`src/rtl/tmr16_pkg.sv`:
```
package tmr16_pkg;
  // Prescaler ratio encoding (value of ps_sel_i)
  typedef enum logic [1:0] {
    DIV_1 = 2'd0,
    DIV_2 = 2'd1,
    DIV_4 = 2'd2,
    DIV_8 = 2'd3
  } ps_ratio_e;

  localparam int HALVES = 2;
endpackage

```
`src/rtl/tmr16_edge_arm.sv`:
```
module tmr16_edge_arm (
  input  logic clk,
  input  logic rst,
  input  logic ext_i,
  input  logic arm_en_i,
  output logic rise_o
);
  logic ext_q;
  logic armed;

  always_ff @(posedge clk) begin
    if (rst) begin
      ext_q <= 1'b0;
      armed <= 1'b0;
    end else begin
      ext_q <= ext_i;
      if (!arm_en_i)
        armed <= 1'b0;
      else if (ext_q && !ext_i)
        armed <= 1'b1;
    end
  end

  // counts only after a falling edge has been seen while enabled
  assign rise_o = arm_en_i && armed && !ext_q && ext_i;
endmodule

```
`src/rtl/tmr16_prescaler.sv`:
```
module tmr16_prescaler #(
  parameter int PS_W = 2
) (
  input  logic            clk,
  input  logic            rst,
  input  logic            clr_i,
  input  logic            in_i,
  input  logic [PS_W-1:0] sel_i,
  output logic            out_o
);
  localparam int DIV_BITS = (1 << PS_W) - 1;

  logic [DIV_BITS-1:0] cnt;
  logic [DIV_BITS-1:0] mask;

  always_comb begin
    for (int i = 0; i < DIV_BITS; i++)
      mask[i] = (i < int'(sel_i));
  end

  assign out_o = in_i && ((cnt & mask) == mask);

  always_ff @(posedge clk) begin
    if (rst || clr_i)
      cnt <= '0;
    else if (in_i)
      cnt <= cnt + 1'b1;
  end
endmodule

```
`src/rtl/tmr16_sync.sv`:
```
module tmr16_sync #(
  parameter int STAGES = 2
) (
  input  logic clk,
  input  logic rst,
  input  logic d_i,
  output logic pulse_o
);
  // chain[STAGES-1] is the synchronized level, chain[STAGES] its delayed copy
  logic [STAGES:0] chain;

  always_ff @(posedge clk) begin
    if (rst)
      chain <= '0;
    else
      chain <= {chain[STAGES-1:0], d_i};
  end

  assign pulse_o = chain[STAGES-1] && !chain[STAGES];
endmodule

```
`src/rtl/tmr16_core.sv`:
```
module tmr16_core
  import tmr16_pkg::*;
#(
  parameter int HALF_W = 8,
  localparam int CNT_W = HALVES * HALF_W
) (
  input  logic              clk,
  input  logic              rst,
  input  logic              inc_i,
  input  logic              wr_lo_i,
  input  logic              wr_hi_i,
  input  logic [HALF_W-1:0] wr_data_i,
  input  logic              ovf_clr_i,
  output logic [CNT_W-1:0]  count_o,
  output logic              ovf_o
);
  logic [HALVES-1:0]             wr_en;
  logic [HALVES-1:0][HALF_W-1:0] half_q;
  logic [HALVES:0]               carry;

  assign wr_en    = {wr_hi_i, wr_lo_i};
  assign carry[0] = inc_i && !(|wr_en);

  for (genvar h = 0; h < HALVES; h++) begin : g_half
    assign carry[h+1] = carry[h] && (&half_q[h]);

    always_ff @(posedge clk) begin
      if (rst)
        half_q[h] <= '0;
      else if (wr_en[h])
        half_q[h] <= wr_data_i;
      else if (carry[h])
        half_q[h] <= half_q[h] + 1'b1;
    end
  end

  always_ff @(posedge clk) begin
    if (rst)
      ovf_o <= 1'b0;
    else if (carry[HALVES])
      ovf_o <= 1'b1;
    else if (ovf_clr_i)
      ovf_o <= 1'b0;
  end

  assign count_o = half_q;
endmodule

```
`src/rtl/tmr16_presc.sv`:
```
module tmr16_presc #(
  parameter int HALF_W      = 8,
  parameter int PS_W        = 2,
  parameter int SYNC_STAGES = 2,
  localparam int CNT_W = 2 * HALF_W
) (
  input  logic              clk,
  input  logic              rst,
  input  logic              tick_i,
  input  logic              ext_a_i,
  input  logic              ext_b_i,
  input  logic              pin_sel_i,
  input  logic              src_ext_i,
  input  logic              async_i,
  input  logic              run_i,
  input  logic              sleep_i,
  input  logic [PS_W-1:0]   ps_sel_i,
  input  logic              wr_lo_i,
  input  logic              wr_hi_i,
  input  logic [HALF_W-1:0] wr_data_i,
  input  logic              ovf_clr_i,
  output logic [CNT_W-1:0]  count_o,
  output logic              ovf_o
);
  logic ext_sel, ext_rise, ps_in, ps_out, sync_pulse, inc;

  assign ext_sel = pin_sel_i ? ext_b_i : ext_a_i;

  tmr16_edge_arm u_arm (
    .clk     (clk),
    .rst     (rst),
    .ext_i   (ext_sel),
    .arm_en_i(run_i && src_ext_i),
    .rise_o  (ext_rise)
  );

  assign ps_in = run_i && (src_ext_i ? ext_rise : tick_i);

  tmr16_prescaler #(.PS_W(PS_W)) u_ps (
    .clk  (clk),
    .rst  (rst),
    .clr_i(wr_lo_i || wr_hi_i),
    .in_i (ps_in),
    .sel_i(ps_sel_i),
    .out_o(ps_out)
  );

  tmr16_sync #(.STAGES(SYNC_STAGES)) u_sync (
    .clk    (clk),
    .rst    (rst),
    .d_i    (ps_out && src_ext_i && !async_i),
    .pulse_o(sync_pulse)
  );

  always_comb begin
    if (!src_ext_i || async_i)
      inc = ps_out;
    else
      inc = sync_pulse && !sleep_i;
  end

  tmr16_core #(.HALF_W(HALF_W)) u_core (
    .clk      (clk),
    .rst      (rst),
    .inc_i    (run_i && inc),
    .wr_lo_i  (wr_lo_i),
    .wr_hi_i  (wr_hi_i),
    .wr_data_i(wr_data_i),
    .ovf_clr_i(ovf_clr_i),
    .count_o  (count_o),
    .ovf_o    (ovf_o)
  );
endmodule

```
`config.mk`:
```
export PLATFORM = sky130hd
export DESIGN_NAME = tmr16_presc
export DESIGN_NICKNAME = d
export VERILOG_FILES = /design/src/rtl/tmr16_pkg.sv /design/src/rtl/tmr16_edge_arm.sv /design/src/rtl/tmr16_prescaler.sv /design/src/rtl/tmr16_sync.sv /design/src/rtl/tmr16_core.sv /design/src/rtl/tmr16_presc.sv
export SDC_FILE = /design/constraint.sdc
export NUM_CORES = 1
export LEC_CHECK = 0
export BUFFER_PORTS_ARGS = -buffer_cell sky130_fd_sc_hd__buf_2
export CAP_MARGIN = 20
export CORE_MARGIN = 2
export CORE_UTILIZATION = 45
export DETAILED_ROUTE_END_ITERATION = 7
export PLACE_DENSITY = 0.81
export SYNTH_ARGS = -nofsm -noshare
export SYNTH_HDL_FRONTEND = slang
export SYNTH_HIERARCHICAL = 1
export SYNTH_SLANG_ARGS = --single-unit
```
`constraint.sdc`:
```
create_clock -name clk -period 3.31 [get_ports clk]
set_input_delay 0.331 -clock clk [delete_from_list [all_inputs] [get_ports clk]]
set_output_delay 0.331 -clock clk [all_outputs]
set_load 0.05 [all_outputs]
```
# Word-level counts from Yosys, hierarchy flattened
# Index checks and enable logic that the tools add are counted.
# totals
ff_bits,25
mem_bits_rw,0
n_memories,0
input_bits,23
romBits,0
latchBits,0
# op_classes
n_lt_le_gt_ge,3
n_reduce_logical,32
mul,0
mux,9
div_mod_pow,0
eq_ne,1
n_shift,0
bitwise_logic,2
add_sub_neg,3
# op_table
cell,count
$mux 8,4
$add 8x1->8 const B,2
$reduce_and 8->1,2
$logic_and 1x1->1,15
$logic_not 1->1,7
$reduce_bool 2->1,3
$mux 1,5
$lt 1x2->1 const A,2
$reduce_or 2->1,2
$add 3x1->3 const B,1
$and 3x3->3,1
$eq 3x3->1,1
$logic_or 1x1->1,3
$lt 2x2->1 const A,1
$not 1->1,1

# Logic depth before layout (Yosys ltp)
# logic_depth
ltp_word,13
mapped_depth,15

# Hierarchy
# The synthesis kept the hierarchy.
# by_module_without_submodules
module,instances,area_each_um2,cells_each
tmr16_core,1,968.4,110
tmr16_prescaler,1,158.9,16
tmr16_sync,1,87.6,7
tmr16_presc,1,78.8,11
tmr16_edge_arm,1,77.6,7

# Worst setup path after synthesis
# No wires, ideal clock.
# synth_timing
path_type,input to register
from,in pin_sel_i
to,"reg u_core.half_q, in the netlist u_core/count_o[15]"
path_stages,15
slack_ns,0.641
arrival_ns,2.536
setup_ns,0.133
n_path_buf,3
required_time_ns,3.177
cell_sequence,mux2_2 > and4b_2 > mux2i_1 > nor2b_1 > o21ai_0 > a21oi_1 > a21oi_1 > nor2b_1 > and3b_1 > buf_6 > and4_4 > buf_6 > buf_8 > mux2i_1 > a31oi_1
# synth_via
elab_chain_len,10
# synth_rtl
item,line_no,source
"start, declared",tmr16_presc.sv:12,"input logic pin_sel_i,"
$mux 1,tmr16_presc.sv:27,assign ext_sel = pin_sel_i ? ext_b_i : ext_a_i;
$logic_and 1x1->1,tmr16_edge_arm.sv:25,assign rise_o = arm_en_i && armed && !ext_q && ext_i;
net ext_rise,tmr16_presc.sv:25,"logic ext_sel, ext_rise, ps_in, ps_out, sync_pulse, inc;"
$mux 1,tmr16_presc.sv:37,assign ps_in = run_i && (src_ext_i ? ext_rise : tick_i);
$logic_and 1x1->1,tmr16_presc.sv:37,
net ps_in,tmr16_presc.sv:25,
$logic_and 1x1->1,tmr16_prescaler.sv:21,assign out_o = in_i && ((cnt & mask) == mask);
net ps_out,tmr16_presc.sv:25,
$mux 1,tmr16_presc.sv:56,if (!src_ext_i || async_i)
$logic_and 1x1->1,tmr16_presc.sv:65,".inc_i (run_i && inc),"
$logic_and 1x1->1,tmr16_core.sv:22,assign carry[0] = inc_i && !(|wr_en);
$logic_and 1x1->1,tmr16_core.sv:25,assign carry[h+1] = carry[h] && (&half_q[h]);
$reduce_bool 2->1 (no source line),-,
"end signal, assigned by index",tmr16_core.sv:31,half_q[h] <= wr_data_i;
"end signal, assigned by index",tmr16_core.sv:33,half_q[h] <= half_q[h] + 1'b1;
"end, declared",tmr16_core.sv:18,logic [HALVES-1:0][HALF_W-1:0] half_q;
# The timed path passes the listed nets, and every way through them passes these cells.
# A chain may end at the register's enable or synchronous reset.

# Worst setup path after layout
# layout_timing
from,reg u_arm.ext_q
to,"reg u_core.half_q, in the netlist u_core/count_o[8]"
# layout_via
elab_chain_len,11
# layout_rtl
item,line_no,source
"start, declared",tmr16_edge_arm.sv:8,logic ext_q;
"start signal, assigned",tmr16_edge_arm.sv:16,ext_q <= ext_i;
$logic_not 1->1,tmr16_edge_arm.sv:25,
$logic_and 1x1->1 (2 in a row),tmr16_edge_arm.sv:25,
net ext_rise,tmr16_presc.sv:25,
$mux 1,tmr16_presc.sv:37,
$logic_and 1x1->1,tmr16_presc.sv:37,
net ps_in,tmr16_presc.sv:25,
$logic_and 1x1->1,tmr16_prescaler.sv:21,
net ps_out,tmr16_presc.sv:25,
$mux 1,tmr16_presc.sv:56,
$logic_and 1x1->1,tmr16_presc.sv:65,
$logic_and 1x1->1,tmr16_core.sv:22,
$logic_and 1x1->1,tmr16_core.sv:25,
$reduce_bool 2->1 (no source line),-,
# The timed path passes the listed nets, and every way through them passes these cells.

==> metrics.cfg <==
[routing]
drt_iter0_drc=31
finalWirelength_um=2960
vias_per_cell=5.60
ant_nets=0
first_pass_iters=4
route.vias.total=1226
drc=0
avgRoutedWirePerCell_um=13.5

[placed_design]
gp_congestion=0.766
hpwl_um=2210
io_buffers=39

[power]
p_per_area_nw_per_um2=374
power_w=0.000587
ir_drop_v=0.000177
p_leak_nw=0.656

[critical_path]
ff2ff_setup_slack_ps=640
crit_path_max_incr_delay_ps=390
crit_type=flop to flop
crit_path_end_kind=flop
r2r_cells=11
path_cells=and4b_2, mux2i_1, nor2b_1, o21ai_0, a21oi_1, a21oi_1, nor2b_1, and3b_1, and4_4, nor3_1, a2111oi_2
reg2reg_to=u_core/count_o[8]
worstPathArrival_ps=2890
reg2reg_from=u_arm/ext_q
start_kind=flop
cp_max_fo=17
slowest_stage=and4_4
crit_required_ps=3530

[timing]
rsz0062_at_grt=false
finClkSkew_ps=1.21
worstMarginPinSlew_ps=516
fin_crit_sh=0.807
finalCriticalPeriod_ps=2670
tns_ps=0
hold_viol=0
setup_viol=0
fmax_mhz=374
fin_hold_ws_ps=263
max-slew-margin-rel=0.656
drv_slew=0

[clocking]
clk_latency_ps=310
cts_sinks=25
cts_buffers=3
cts-resized-gates=0
cts_hold_buffers=0
cts-root-buf=clkbuf_4
htree_levels=1
cts.path.max_buffers=2
cts_tree=done
cts_setup_buffers=0
clk_pin_slew_ps=130

[global_route]
grtUsageTotal=0.177
grt_overflow=0
grt_pass1_vias=1085
grt_pass1_wl_um=4790
grt_max_degree=28
antenna_found_initial=0

[synthesis]
synth_top_area_share=0.365
synth_commonest_cells=25 x dfxtp_1, 13 x nor2_1, 13 x nor2b_1
syn_area_per_cell_um2=9.08
yosysMostFrequentCell=dfxtp_1
netlist_top_cells_area=dfxtp_1 36%, nor2b_1 5.9%, a211oi_1 4.4%
async_flop_share=0
ys_ff_latch=25
ys.flop_type=dfxtp_1
synth_edf_count=0
synth_top_cell_by_area=dfxtp_1
netlist_area_um2=1370
syn-num-nets=177
yosysSeqAreaShare=0.365
ys.warnings.count=6
syn-instance-count=151
synthDistinctLibCells=41

[layout]
synthToLayoutAreaGrowth_pct=14.4
drive_above_1_share=0.290
antenna_cells=0
fillers=304
nets=213

[floorplanning]
dieArea_um2=3500
initial_core_util=0.461
core_um2=2980
die_y_um=59.2
die_x_um=59.2
io_pins=40
row_count=20

[run_status]
status=completed

[worst_hold_path]
worstHoldStart=ovf_clr_i
min_to=u_core/ovf_o
hold_class=input pin to flop
min_path_cells=3

[flow_run]
drv_cap=0

cells by family after synthesis:
kind of cell,after synthesis,share of synthesized area
muxes,6,0.0447
AOI/OAI and AO/OA,33,0.178
xor gates and xnor gates,9,0.0575
buffers and inverters,15,0.0666
DFF,25,0.365
adders and majority gates,3,0.0274
and+or+nand+nor,60,0.261
report_power, final:
part | leakage, nW | internal, W | switching, W
logic | 0.435 | 0.0000401 | 0.0000831
clock network | 0.0150 | 0.0000471 | 0.0000862
registers | 0.205 | 0.000315 | 0.0000157
registers in the layout, indices dropped and copies added, names as in the netlist:
register        flops
u_arm/armed         1
u_arm/ext_q         1
u_core/count_o     16
u_core/ovf_o        1
u_ps/cnt            3
u_sync/chain        3
worst max path at each step:
stage	from	to	slack (ps)	depth (start not counted)
finish	u_arm/ext_q	u_core/count_o[8]	640	11
detailed placement	pin_sel_i	u_core/count_o[8]	330	13
floorplan	pin_sel_i	u_core/count_o[15]	640	15
global placement	pin_sel_i	u_core/count_o[8]	460	13
CTS	u_arm/ext_q	u_core/count_o[8]	630	11
global route	u_arm/armed	u_core/count_o[8]	480	11
critical path: cells and delay by family, from the launching register on:
kind | cells | cell delay (ps)
flops | 1 | 330
compound gates | 4 | 680
mux | 1 | 60
simple gates | 6 | 1490
through the flow:
step / utilization / instance area (um2) / std cells / setup WS, ps
2_1_floorplan: - / 1370 / 151 / 641
3_3_place_gp: 0.518 / 1540 / 215 / 457
3_5_place_dp: 0.518 / 1540 / 215 / 328
4_1_cts: 0.527 / 1570 / 219 / 627
5_1_grt: 0.527 / 1570 / 219 / 475
6_report: 0.527 / 1570 / 219 / 638
layout by cell type (no fill, tap or decap), types with 2 or more instances in the layout:
master and n:
a2111oi_2 2, a211o_1 2, a211oi_1 8, a21oi_1 7, a22oi_1 2, a31oi_1 2, a32oi_1 2, buf_2 39
clkbuf_4 3, dfxtp_1 25, ha_1 3, inv_1 7, mux2i_1 5, nand2_1 6, nand2b_1 4, nand3_1 4
nand4_1 3, nor2_1 13, nor2b_1 13, nor3_1 4, nor3_2 3, o211ai_1 2, o21ai_0 2, o22ai_1 2
xnor2_1 3, xor2_1 6
cell type report:
type                            instances  area, um2  share of cell area
Inverter                                7       26.3              0.0167
Tap cell                               33       41.3              0.0263
Clock buffer                            4       26.3              0.0167
Multi-Input combinational cell        111        779               0.497
Timing Repair Buffer                   39        195               0.124
Sequential cell                        25        500               0.319
metal layers:
metal  up-vias  track usage  part of all wire  wire length, um
met5         -            0                 0                0
met3         2       0.0371             0.052              155
li1        611            -                 -                -
met2        36        0.286              0.47             1380
met1       577        0.235              0.48             1410
met4         0       0.0584            0.0030                9
Power figures use the tool's default switching activity.
